--- src/rtl/insn_asm_pkg.sv ---
package insn_asm_pkg;

    localparam int OPC_W = 8;
    localparam int REG_W = 4;

    typedef enum logic [1:0] {
        LEN_ONE   = 2'd1,
        LEN_TWO   = 2'd2,
        LEN_THREE = 2'd3
    } len_e;

    typedef enum logic [1:0] {
        ST_OPCODE = 2'd0,
        ST_EXT1   = 2'd1,
        ST_EXT2   = 2'd2
    } seq_state_e;

endpackage

--- src/rtl/insn_len_decode.sv ---
module insn_len_decode
    import insn_asm_pkg::*;
(
    input  logic [OPC_W-1:0] opcode_i,
    output len_e             len_o
);

    always_comb begin
        case (opcode_i) inside
            8'h08, 8'h0C, 8'h10,
            [8'h80:8'h89],
            8'hC0, 8'hC4:                 len_o = LEN_TWO;
            8'h09, 8'h11, 8'hC1, 8'hC5:   len_o = LEN_THREE;
            default:                      len_o = LEN_ONE;
        endcase
    end

endmodule

--- src/rtl/insn_seq_fsm.sv ---
module insn_seq_fsm
    import insn_asm_pkg::*;
(
    input  logic clk,
    input  logic rst_n,
    input  logic advance_i,
    input  len_e op_len_i,
    output logic in_opcode_o,
    output logic take_ext1_o,
    output logic done_o,
    output len_e cur_len_o
);

    seq_state_e state_q, state_d;
    len_e       len_q;

    // state register
    always_ff @(posedge clk) begin
        if (!rst_n) begin
            state_q <= ST_OPCODE;
            len_q   <= LEN_ONE;
        end else begin
            state_q <= state_d;
            if (advance_i && state_q == ST_OPCODE) begin
                len_q <= op_len_i;
            end
        end
    end

    // next state
    always_comb begin
        state_d = state_q;
        unique case (state_q)
            ST_OPCODE: begin
                if (advance_i && op_len_i != LEN_ONE) begin
                    state_d = ST_EXT1;
                end
            end
            ST_EXT1: begin
                if (advance_i) begin
                    state_d = (len_q == LEN_THREE) ? ST_EXT2 : ST_OPCODE;
                end
            end
            ST_EXT2: begin
                if (advance_i) begin
                    state_d = ST_OPCODE;
                end
            end
            default: state_d = ST_OPCODE;
        endcase
    end

    // outputs
    always_comb begin
        in_opcode_o = 1'b0;
        take_ext1_o = 1'b0;
        done_o      = 1'b0;
        cur_len_o   = len_q;
        unique case (state_q)
            ST_OPCODE: begin
                in_opcode_o = 1'b1;
                cur_len_o   = op_len_i;
                done_o      = advance_i && (op_len_i == LEN_ONE);
            end
            ST_EXT1: begin
                take_ext1_o = advance_i;
                done_o      = advance_i && (len_q == LEN_TWO);
            end
            ST_EXT2: begin
                done_o      = advance_i;
            end
            default: begin
                in_opcode_o = 1'b0;
            end
        endcase
    end

endmodule

--- src/rtl/insn_pc_ctr.sv ---
module insn_pc_ctr #(
    parameter int              PC_W     = 24,
    parameter logic [PC_W-1:0] RESET_PC = '0
) (
    input  logic            clk,
    input  logic            rst_n,
    input  logic            advance_i,
    output logic [PC_W-1:0] pc_o
);

    localparam logic [PC_W-1:0] STEP = PC_W'(1);

    logic [PC_W-1:0] pc_q;

    always_ff @(posedge clk) begin
        if (!rst_n) begin
            pc_q <= RESET_PC;
        end else if (advance_i) begin
            pc_q <= pc_q + STEP;
        end
    end

    assign pc_o = pc_q;

endmodule

--- src/rtl/insn_target_form.sv ---
module insn_target_form
    import insn_asm_pkg::*;
#(
    parameter int PC_W   = 24,
    parameter int WORD_W = 16
) (
    input  len_e              len_i,
    input  logic [PC_W-1:0]   pc0_i,
    input  logic [WORD_W-1:0] ext1_i,
    input  logic [WORD_W-1:0] ext2_i,
    output logic [PC_W-1:0]   target_o,
    output logic [WORD_W-1:0] imm_o,
    output logic              global_o
);

    localparam int PAGE_W = PC_W - WORD_W;

    logic [PAGE_W-1:0] page_local;
    logic [PAGE_W-1:0] page_global;

    assign page_local  = pc0_i[PC_W-1 -: PAGE_W];
    assign page_global = ext1_i[PAGE_W-1:0];

    always_comb begin
        target_o = '0;
        imm_o    = '0;
        global_o = 1'b0;
        unique case (len_i)
            LEN_TWO: begin
                target_o = {page_local, ext1_i};
                imm_o    = ext1_i;
            end
            LEN_THREE: begin
                target_o = {page_global, ext2_i};
                imm_o    = ext2_i;
                global_o = 1'b1;
            end
            default: begin
                target_o = '0;
            end
        endcase
    end

endmodule

--- src/rtl/insn_assembler.sv ---
module insn_assembler
    import insn_asm_pkg::*;
#(
    parameter int              PC_W     = 24,
    parameter int              WORD_W   = 16,
    parameter logic [PC_W-1:0] RESET_PC = '0
) (
    input  logic              clk,
    input  logic              rst_n,
    input  logic [WORD_W-1:0] fetch_word_i,
    input  logic              fetch_stall_i,
    output logic [PC_W-1:0]   fetch_addr_o,
    output logic              dec_vld_o,
    output logic [OPC_W-1:0]  dec_opcode_o,
    output logic [REG_W-1:0]  dec_rf_o,
    output logic [REG_W-1:0]  dec_rs_o,
    output logic [1:0]        dec_len_o,
    output logic [WORD_W-1:0] dec_imm_o,
    output logic [PC_W-1:0]   dec_target_o,
    output logic              dec_global_o,
    output logic [PC_W-1:0]   dec_pc_o
);

    logic advance;
    logic in_opcode, take_ext1, done;
    len_e op_len, cur_len;

    logic [PC_W-1:0]   pc;
    logic [OPC_W-1:0]  op_q, op_c;
    logic [REG_W-1:0]  rf_q, rf_c, rs_q, rs_c;
    logic [PC_W-1:0]   pc0_q, pc0_c;
    logic [WORD_W-1:0] ext1_q, ext1_c;
    logic [PC_W-1:0]   target_c;
    logic [WORD_W-1:0] imm_c;
    logic              global_c;

    assign advance = !fetch_stall_i;

    insn_len_decode u_len (
        .opcode_i (fetch_word_i[WORD_W-1 -: OPC_W]),
        .len_o    (op_len)
    );

    insn_seq_fsm u_fsm (
        .clk         (clk),
        .rst_n       (rst_n),
        .advance_i   (advance),
        .op_len_i    (op_len),
        .in_opcode_o (in_opcode),
        .take_ext1_o (take_ext1),
        .done_o      (done),
        .cur_len_o   (cur_len)
    );

    insn_pc_ctr #(.PC_W(PC_W), .RESET_PC(RESET_PC)) u_pc (
        .clk       (clk),
        .rst_n     (rst_n),
        .advance_i (advance),
        .pc_o      (pc)
    );

    // capture of first word and first extension word
    always_ff @(posedge clk) begin
        if (!rst_n) begin
            op_q   <= '0;
            rf_q   <= '0;
            rs_q   <= '0;
            pc0_q  <= '0;
            ext1_q <= '0;
        end else begin
            if (in_opcode && advance) begin
                op_q  <= fetch_word_i[WORD_W-1 -: OPC_W];
                rf_q  <= fetch_word_i[2*REG_W-1 -: REG_W];
                rs_q  <= fetch_word_i[REG_W-1:0];
                pc0_q <= pc;
            end
            if (take_ext1) begin
                ext1_q <= fetch_word_i;
            end
        end
    end

    // fields of the instruction completing this cycle
    assign op_c   = in_opcode ? fetch_word_i[WORD_W-1 -: OPC_W]  : op_q;
    assign rf_c   = in_opcode ? fetch_word_i[2*REG_W-1 -: REG_W] : rf_q;
    assign rs_c   = in_opcode ? fetch_word_i[REG_W-1:0]          : rs_q;
    assign pc0_c  = in_opcode ? pc : pc0_q;
    assign ext1_c = take_ext1 ? fetch_word_i : ext1_q;

    insn_target_form #(.PC_W(PC_W), .WORD_W(WORD_W)) u_tgt (
        .len_i    (cur_len),
        .pc0_i    (pc0_c),
        .ext1_i   (ext1_c),
        .ext2_i   (fetch_word_i),
        .target_o (target_c),
        .imm_o    (imm_c),
        .global_o (global_c)
    );

    // output registers
    always_ff @(posedge clk) begin
        if (!rst_n) begin
            dec_vld_o    <= 1'b0;
            dec_opcode_o <= '0;
            dec_rf_o     <= '0;
            dec_rs_o     <= '0;
            dec_len_o    <= 2'd1;
            dec_imm_o    <= '0;
            dec_target_o <= '0;
            dec_global_o <= 1'b0;
            dec_pc_o     <= '0;
        end else begin
            dec_vld_o <= done;
            if (done) begin
                dec_opcode_o <= op_c;
                dec_rf_o     <= rf_c;
                dec_rs_o     <= rs_c;
                dec_len_o    <= cur_len;
                dec_imm_o    <= imm_c;
                dec_target_o <= target_c;
                dec_global_o <= global_c;
                dec_pc_o     <= pc0_c;
            end
        end
    end

    assign fetch_addr_o = pc;

endmodule

--- config.mk ---
export PLATFORM = sky130hd
export DESIGN_NAME = insn_assembler
export DESIGN_NICKNAME = d
export VERILOG_FILES = /design/src/rtl/insn_asm_pkg.sv /design/src/rtl/insn_len_decode.sv /design/src/rtl/insn_seq_fsm.sv /design/src/rtl/insn_pc_ctr.sv /design/src/rtl/insn_target_form.sv /design/src/rtl/insn_assembler.sv
export SDC_FILE = /design/constraint.sdc
export NUM_CORES = 1
export LEC_CHECK = 0
export BUFFER_PORTS_ARGS = -buffer_cell sky130_fd_sc_hd__buf_2
export CORE_MARGIN = 2
export CORE_UTILIZATION = 50
export DETAILED_ROUTE_END_ITERATION = 6
export GPL_TIMING_DRIVEN = 0
export HOLD_SLACK_MARGIN = 0.06
export PLACE_DENSITY = 0.76
export SLEW_MARGIN = 0
export SYNTH_ARGS = -nofsm -noshare
export SYNTH_HDL_FRONTEND = slang
export SYNTH_SLANG_ARGS = --single-unit
--- constraint.sdc ---
create_clock -name clk -period 1.9 [get_ports clk]
set_input_delay 0.285 -clock clk [delete_from_list [all_inputs] [get_ports clk]]
set_output_delay 0.285 -clock clk [all_outputs]
set_load 0.05 [all_outputs]
### After elaboration in Yosys (flattened, before gate mapping)

Cells that the tools add are included.

| word-level totals | value |
|---|---|
| register bits after elaboration | 168 |
| word-level logic and storage cells | 70 |
| bits of input ports | 19 |
| output and inout bits | 108 |

| cells by class | value |
|---|---|
| reduce and logical (&&, ||, !) cells | 11 |
| equal/unequal tests | 20 |
| mux-type cells | 19 |
| $add $sub $neg | 1 |
| $lt $le $gt $ge | 2 |

Operators with widths:

| operator | number |
|---|---|
| one-hot mux 24 bit (2 select lines) | 1 |
| == test 8 bit, second input constant | 4 |
| one-hot mux 16 bit (2 select lines) | 1 |
| adder 24 x 1 -> 24 bit, second input constant | 1 |
| == test 8 x 4 -> 1 bit, second input constant | 3 |
| two-way mux 24 bit | 1 |
| == test 8 x 5 -> 1 bit, second input constant | 2 |
| two-way mux 16 bit | 1 |
| two-way mux 2 bit | 7 |
| == test 2 bit, second input constant | 5 |
| greater-or-equal comparator 8 bit, second input constant | 1 |
| less-or-equal comparator 8 bit, second input constant | 1 |
| two-way mux 4 bit | 2 |
| two-way mux 8 bit | 1 |
| logical AND 1 bit | 6 |
| != test 2 bit, second input constant | 3 |
| one-hot mux 2 bit (3 select lines) | 1 |
| OR reduction 6 bit | 1 |
| == test 2 x 1 -> 1 bit, second input constant | 2 |
| OR reduction 4 bit | 1 |
| two-way mux 1 bit | 3 |
| one-hot mux 1 bit (3 select lines) | 1 |
| AND reduction 3 bit | 1 |
| zero test 2 bit | 1 |
| 2 further kinds | 2 |

### Logic depth before layout (Yosys ltp)

Gate-level depths: netlist (run 1).

| depth | value |
|---|---|
| depth after elaboration | 8 |
| depth in mapped cells | 10 |
| gate-level depth less buffers | 6 |

### Hierarchy

From an unflattened synthesis (run 1), not the netlist that was laid out.

| second synthesis, totals | value |
|---|---|
| cell total of the unflattened synthesis | 805 |
| area, all modules | 7724.9 um2 |

Modules (own cells, without submodules):

| module | area each (um2) | times used | sequential area each (um2) | cells an instance |
|---|---|---|---|---|
| insn_assembler | 5715.5 | 1 | 2802.7 | 570 |
| insn_pc_ctr | 1087.3 | 1 | 480.5 | 124 |
| insn_target_form | 575.6 | 1 | 0.0 | 70 |
| insn_seq_fsm | 236.5 | 1 | 80.1 | 27 |
| insn_len_decode | 110.1 | 1 | 0.0 | 14 |

### Worst setup path after synthesis (run 1)

No wires, ideal clock.

| path | value |
|---|---|
| path kind | flip-flop to flip-flop |
| start point | register u_pc.pc_q[2] (netlist: u_pc.pc_o[2]) |
| end point | register u_pc.pc_q[23] (netlist: u_pc.pc_o[23]) |
| slack | -322 ps |
| period minus slack after synthesis | 2222 ps |
| setup time | 70 ps |
| stages on the path, launching flop included | 7 |
| path buffers | 1 |
| data arrival time | 2152 ps |
| path through | dfxtp_1 > and4b_1 > and4_1 > clkbuf_1 > nand4_1 > or3_1 > a21oi_1 |

| between the ends | value |
|---|---|
| longest elaborated chain between the ends | 1 |

RTL lines:

| element | line | text |
|---|---|---|
| start: declaration | insn_pc_ctr.sv:13 | `logic [PC_W-1:0] pc_q;` |
| start signal: assignment | insn_pc_ctr.sv:19 | `pc_q <= pc_q + STEP;` |
| adder 24 x 1 -> 24 bit | insn_pc_ctr.sv:19 |  |

Every way passes these cells.
A chain may end at the register's enable or synchronous reset.

### Worst setup path in the final report (run 1)

| path | value |
|---|---|
| start point | register u_fsm.state_q[0] |
| end point | register dec_imm_o[11] |

| between the ends | value |
|---|---|
| longest elaborated chain between the ends | 4 |

RTL lines:

| element | line | text |
|---|---|---|
| start: declaration | insn_seq_fsm.sv:14 | `seq_state_e state_q, state_d;` |
| start signal: assignment | insn_seq_fsm.sv:23 | `state_q <= state_d;` |
| == test 2 x 1 -> 1 bit / zero test 2 bit (equally long branches) | insn_seq_fsm.sv:59 | `unique case (state_q)` |
| two-way mux 1 bit / two-way mux 2 bit (equally long branches) | insn_seq_fsm.sv:59 |  |
| two-way mux 16 bit / == test 2 bit (equally long branches) | - |  |
| one-hot mux 16 bit (2 select lines) | insn_target_form.sv:28 | `unique case (len_i)` |
| end signal: assignment | insn_assembler.sv:119 | `dec_imm_o <= imm_c;` |
| end: declaration | insn_assembler.sv:18 | `output logic [WORD_W-1:0] dec_imm_o,` |

Parallel ways exist; a longest one is shown, timed or not.

==> reports/qor.txt, run 1 <==
Leakage: 0.00360 uW
Pwr dens: 971 mW/mm^2
Ys async rst share: 0
Syn Nets: 785
Family with the most delay on the worst path: simple AND/OR/NAND/NOR gates
Setup TNS: 0 ns
Hold endpoint: ext1_q[15]$_SDFF_PN0_
Clk buf depth: 2
Post-synthesis cell count: 765
ANT cells: 0
Worst-case reg-to-reg path depth: 9
Most frequent cells in the layout: nand2_1, dfxtp_1, buf_2
Post-synth EDFFs: 0
Worst EP arrival: 2.23 ns
GRT overflow: 0
Sequential share of the synthesized area: 0.472
Final Skew: 0.00501 ns
Vias in the first global route: 5570
Die area: 0.0138 sq mm
Fmax: 532 MHz
Ys Warns: 0
Synthesized area: 0.00645 sq mm
Final worst hold slack: 0.123 ns
Clock root buffer: clkbuf_16
Worst Hold Path Cells: 3
DRT Wirelength: 18.9 mm
Synth area leader: dfxtp_1
Ys flop type: dfxtp_1
WP data required: 2.25 ns
GPL Wtd Cong: 0.897
CP Max Fanout: 8
Number of CTS-inserted buffers: 17
CTS Sinks: 152
Max Cap Viol: 0
First-pass GRT wire length: 29.0 mm
Detailed Place HPWL: 12.8 mm
WL/cell: 17.1 um
Hold buffer count at cts: 0
DR vias/cell: 5.63
Power share of the sequential group: 0.413
Input/output buffers: 123
CP max-delay cell: dfxtp_2
Setup CP Type: reg2reg
Fin nets: 941
Starting Density: 0.511
Hold Startpoint: fetch_word_i[15]
Switch share: 0.262
Max transition margin: 0.433
Setup violations, final: 0
RSZ-0062 raised after global routing: true
CP bufs+invs: 3
DIE HEIGHT: 118 um
Worst setup path start: u_fsm.state_q[0]$_SDFFE_PN0P_
Dpl ws: -0.630 ns
Cell Int Power: 6010 uW
Slowest stage delay, CP: 0.35 ns
I/O pin total: 127
Cell chain of the critical path: buf_8 -> nor2b_4 -> a31oi_4 -> nor2_4 -> a31o_1 -> buf_6 -> buf_12 -> nand3_4 -> o22ai_2
Worst skew pair latency: 0.43 ns
Synth unique cells: 51
Largest net degree at the start of global routing: 17
Post-route minimum period: 1.88 ns
FF-to-FF End: dec_imm_o[11]$_SDFFE_PN0P_
GRT Util Overall: 0.266
Worst-path clk slew: 0.06 ns
# fillers: 1053
Htree depth: 4
Slew @ Worst Pin: 0.850 ns
Fraction of layout cells with a size suffix above 1: 0.289
Status: finished clean
Initial DRC count: 634
Clk network pwr share: 0.463
Final setup margin: 0.0192 ns
Commonest non-fill, non-tap cell in the layout: nand2_1
Crit end category: register
CTS tree: yes
RR Startpoint: u_fsm.state_q[0]$_SDFFE_PN0P_
Worst Hold Class: in2reg
Final Cycle Share: 0.990
Final Max Tran Viols: 0
Core area: 0.0126 sq mm
Setup crit start kind: register
Sw Pwr: 2130 uW
Synth area leaders: dfxtp_1, nand2_1, nor2_1
Antenna violations before repair: 0
Antenna Nets Post-Route: 0
Synthesized area per cell: 8.43 sq um
Final hold violation count: 0
Row cnt: 41
DR vias: 6225
Top cell type's share of synthesized area: 0.472
Worst path depth: 9
Synthesized flop and latch total: 152
Combinational share of power: 0.125
Die Wd: 118 um
Maximum VDD drop: 0.759 mV
Area Overhead vs Synth: 30.0%
Reg-to-reg slack, setup: 0.02 ns
Drt first pass iters: 5
DRC: 0
[worst reg2reg max path, cell delays in order (launching register included)]
cell	delay (ns)
dfxtp_2	0.35
buf_8	0.14
nor2b_4	0.19
a31oi_4	0.11
nor2_4	0.18
a31o_1	0.16
buf_6	0.18
buf_12	0.15
nand3_4	0.13
o22ai_2	0.21
[cells by family after synthesis]
logic type | count (synthesis) | synth area share
AND/OR/NAND/NOR | 324 | 0.212
buffers and inverters | 80 | 0.0621
AO/OA/AOI/OAI | 176 | 0.206
flip-flops | 152 | 0.472
XOR/XNOR | 19 | 0.0258
adder cells (fa/ha/maj) | 1 | 0.00194
multiplexers | 13 | 0.0202
[synthesized netlist by cell type, drive strengths merged, types with 3 or more instances]
master / number
a211oi: 3
a21o: 4
a21oi: 57
a221oi: 7
a22o: 11
a311oi: 32
a31oi: 3
and2: 3
and3: 6
buf: 28
clkbuf: 42
dfxtp: 152
inv: 9
mux2i: 13
nand2: 188
nand3: 9
nand4: 6
nor2: 84
nor2b: 4
nor3: 4
o211a: 7
o211ai: 8
o21ai: 33
o22ai: 5
or3: 7
xnor2: 5
xor2: 14
[routing by layer]
metal | routed length, um | vias up | global-route usage
met5 | 0 | - | 0
met4 | 439 | 0 | 0.100
met3 | 1530 | 47 | 0.0683
met2 | 9020 | 306 | 0.431
met1 | 7940 | 2928 | 0.343
li1 | - | 2944 | -
[power groups by stage]
stage / sequential, uW / clock (uW) / combinational (uW)
after floorplan: 3690 / 0 / 413
after global placement: 3430 / 0 / 929
after detailed placement: 3430 / 0 / 938
after CTS: 3360 / 3790 / 957
after global routing: 3370 / 3940 / 1070
final: 3360 / 3770 / 1010
[cell type report]
type | count | area (sq um) | share of cell area
clock inverter | 11 | 194 | 0.0231
timing repair buffer | 139 | 753 | 0.0898
clock buffer | 21 | 470 | 0.0561
inverter | 10 | 37.5 | 0.00448
buffer | 67 | 450 | 0.0537
sequential | 152 | 3070 | 0.366
tap | 172 | 215 | 0.0257
multi-input combinational | 534 | 3200 | 0.381
[how the worst max path moves through the flow]
| stage | to | slack [ns] |
|---|---|---|
| after global placement | dec_pc_o[7]$_SDFFE_PN0P_ | -0.60 |
| after global routing | dec_imm_o[11]$_SDFFE_PN0P_ | -0.03 |
| after detailed placement | dec_pc_o[7]$_SDFFE_PN0P_ | -0.63 |
| after floorplan | dec_target_o[23]$_SDFFE_PN0P_ | -0.03 |
| final | dec_imm_o[11]$_SDFFE_PN0P_ | 0.02 |
| after CTS | dec_imm_o[11]$_SDFFE_PN0P_ | 0.001 |
[metrics by stage]
step	area, sq um	cells	util	power [uW]
after detailed placement	7360	1060	0.583	4370
after global routing	8390	1106	0.665	8380
after global placement	7360	1060	0.583	4360
final	8390	1106	0.665	8150
after floorplan	6530	765	-	4110
after CTS	8130	1094	0.644	8100
[flip-flops by register name (all words and copies together), names as in the netlist, 8 cells and up]
register and count:
dec_imm_o 15, dec_opcode_o 8, dec_pc_o 24, dec_target_o 9, ext1_q 16, op_q 8
pc0_q 24, u_pc.pc_o 24
[timing repair]
action,4_1_cts,5_1_grt
buffers inserted,4,11
gates cloned,1,1
pin swaps,3,10
resized for setup,24,46
endpoints found under the setup margin,100,76
No activity file was read; power rests on OpenSTA's default activity.
==> run 2: changes to the inputs <==
--- a/config.mk
+++ b/config.mk
@@ -7,11 +7,11 @@
 export LEC_CHECK = 0
 export BUFFER_PORTS_ARGS = -buffer_cell sky130_fd_sc_hd__buf_2
 export CORE_MARGIN = 2
-export CORE_UTILIZATION = 50
+export CORE_UTILIZATION = 59
 export DETAILED_ROUTE_END_ITERATION = 6
 export GPL_TIMING_DRIVEN = 0
 export HOLD_SLACK_MARGIN = 0.06
-export PLACE_DENSITY = 0.76
+export PLACE_DENSITY = 0.85
 export SLEW_MARGIN = 0
 export SYNTH_ARGS = -nofsm -noshare
 export SYNTH_HDL_FRONTEND = slang
==> constraint.sdc (replaced) <==
create_clock -name clk -period 2.2 [get_ports clk]
set_input_delay 0.33 -clock clk [delete_from_list [all_inputs] [get_ports clk]]
set_output_delay 0.33 -clock clk [all_outputs]
set_load 0.05 [all_outputs]
==> reports/qor.txt, run 2 (synthesized netlist as in run 1, its figures left out) <==
I/O pin total: 127 (unchanged)
Max Cap Viol: 0 (unchanged)
Crit end category: register
Hold buffer count at cts: 0 (unchanged)
Final Cycle Share: 0.992 (+0.00251)
Worst-path clk slew: 0.06 ns (about the same)
Row cnt: 38 (-7.3%)
Setup violations, final: 0 (unchanged)
DR vias/cell: 5.82 (+3.4%)
Final worst hold slack: 0.0793 ns (-0.0435 ns)
Dpl ws: -0.339 ns (+0.291 ns)
Initial DRC count: 563 (-11%)
GRT Util Overall: 0.316 (+0.0499)
Max transition margin: 0.386 (-0.0473)
Vias in the first global route: 5751 (+3.2%)
Starting Density: 0.600 (+0.0892)
Leakage: 0.00337 uW (-6.3%)
Area Overhead vs Synth: 21.4%
Met3 routed wirelength: 1.76 mm (+15%)
Core area: 0.0107 sq mm (-15%)
Fmax: 458 MHz (-14%)
Worst skew pair latency: 0.53 ns (+0.10 ns)
Cell chain of the critical path: clkbuf_2 -> nor2b_2 -> a31oi_1 -> nor2_2 -> nor3b_1 -> buf_2 -> a22o_1
Drt first pass iters: 5 (unchanged)
Final Util: 0.729 (+0.0643)
CTS Sinks: 152 (unchanged)
Final hold violation count: 0 (unchanged)
GRT overflow: 0 (unchanged)
DRC: 0 (unchanged)
CTS tree: yes
Die area: 0.0118 sq mm (-15%)
Fin nets: 930 (-1.2%)
Met1 Routed Length: 7.18 mm (-9.5%)
Htree depth: 4 (unchanged)
Detailed Place HPWL: 12.4 mm (-2.9%)
Worst EP arrival: 2.66 ns (+0.43 ns)
DRT Wirelength: 18.3 mm (-3.4%)
Met2 routed WL: 8.78 mm (-2.6%)
Final Skew: 0.00468 ns (-0.000332 ns)
Number of CTS-inserted buffers: 17 (unchanged)
Clock root buffer: clkbuf_8
Family with the most delay on the worst path: simple AND/OR/NAND/NOR gates
Antenna violations before repair: 0 (unchanged)
Final setup margin: 0.0166 ns (-0.00251 ns)
CP Max Fanout: 10 (+2)
WP data required: 2.67 ns (+0.42 ns)
Post-route minimum period: 2.18 ns (+0.303 ns)
CP bufs+invs: 2 (-1)
WL/cell: 17.3 um (+0.83%)
First-pass GRT wire length: 28.5 mm (-1.9%)
Most frequent cells in the layout: nand2_1, dfxtp_1, buf_2
ANT cells: 0 (unchanged)
Setup CP Type: reg2reg
DR vias: 6168 (-0.92%)
Antenna Nets Post-Route: 0 (unchanged)
Fraction of layout cells with a size suffix above 1: 0.242 (-0.0467)
CP max-delay cell: nor3b_1
Input/output buffers: 123 (unchanged)
Status: finished clean
Setup crit start kind: register
GPL Wtd Cong: 0.972 (+8.3%)
Worst Hold Class: in2reg
Slew @ Worst Pin: 0.922 ns (+0.0710 ns)
Final Max Tran Viols: 0 (unchanged)
Die Wd: 109 um (-7.7%)
Slowest stage delay, CP: 0.58 ns (+0.23 ns)
Clk buf depth: 2 (unchanged)
Pwr dens: 810 mW/mm^2 (-17%)
Commonest non-fill, non-tap cell in the layout: nand2_1
DIE HEIGHT: 109 um (-7.7%)
Top Metal Used: met4
Maximum VDD drop: 0.489 mV (-36%)
# fillers: 834 (-21%)
Largest net degree at the start of global routing: 17 (unchanged)
run 2: cell types whose count changed in the layout (fill, tap and decap cells not counted), sizes merged:
| cell | before | now |
|---|---|---|
| clkinv | 3 | 7 |
| bufinv | 5 | 1 |
| buf | 168 | 155 |
| clkinvlp | 4 | 2 |
| o21ai | 34 | 33 |
| clkbuf | 59 | 61 |
run 2: timing repair:
item	CTS	global route
pin swaps	0	1
gates resized for setup	7	7
endpoints found under the hold margin	0	0
buffers inserted	0	4
setup endpoints to repair	31	55
run 2: cell type report:
class | count | area, sq um | area share
sequential | 152 | 3050 | 0.389
clock buffer | 20 | 445 | 0.0569
clock inverter | 9 | 78.8 | 0.0101
buffer | 69 | 364 | 0.0465
timing repair buffer | 127 | 646 | 0.0824
tap | 140 | 175 | 0.0224
inverter | 10 | 37.5 | 0.00479
multi-input combinational | 533 | 3040 | 0.388
run 2: path summary, 6_finish.rpt:
| kind | slack, ns | from | cells past startpoint | endpoint |
|---|---|---|---|---|
| worst max register to register | 0.02 | u_fsm.state_q[0]$_SDFFE_PN0P_ | 7 | dec_imm_o[0]$_SDFFE_PN0P_ |
| worst min-delay path | 0.08 | fetch_word_i[1] | 3 | rs_q[1]$_SDFFE_PN0P_ |
| worst max-delay path | 0.02 | u_fsm.state_q[0]$_SDFFE_PN0P_ | 7 | dec_imm_o[0]$_SDFFE_PN0P_ |
| worst min register to register | 0.45 | dec_len_o[1]$_SDFFE_PN0P_ | 1 | dec_len_o[1]$_SDFFE_PN0P_ |
run 2: report_power, final:
group	total (uW)	switching, uW	leakage (uW)	internal, uW
clock network	2620	1090	0.000258	1530
registers	2910	62.3	0.00124	2850
logic	815	608	0.00187	207
total	6350	1760	0.00337	4580
run 2: metrics by stage:
stage,area (sq um),total power [uW],setup TNS (ns),std cells
floorplan,6450,3540,0,765
global placement,7240,3750,-9.17,1028
detailed placement,7240,3760,-10.09,1028
CTS,7780,6330,0,1056
global route,7830,6530,-0.276,1060
finish,7830,6350,0,1060
run 2: per-layer routing:
layer	global-route usage	up-vias
met5	0	-
met4	0.134	0
met3	0.0778	57
met2	0.515	312
met1	0.399	2877
li1	-	2922
run 2: worst min-delay path, stage by stage:
cell,delay (ns)
buf_2,0.13
nand2_1,0.06
a21oi_1,0.05
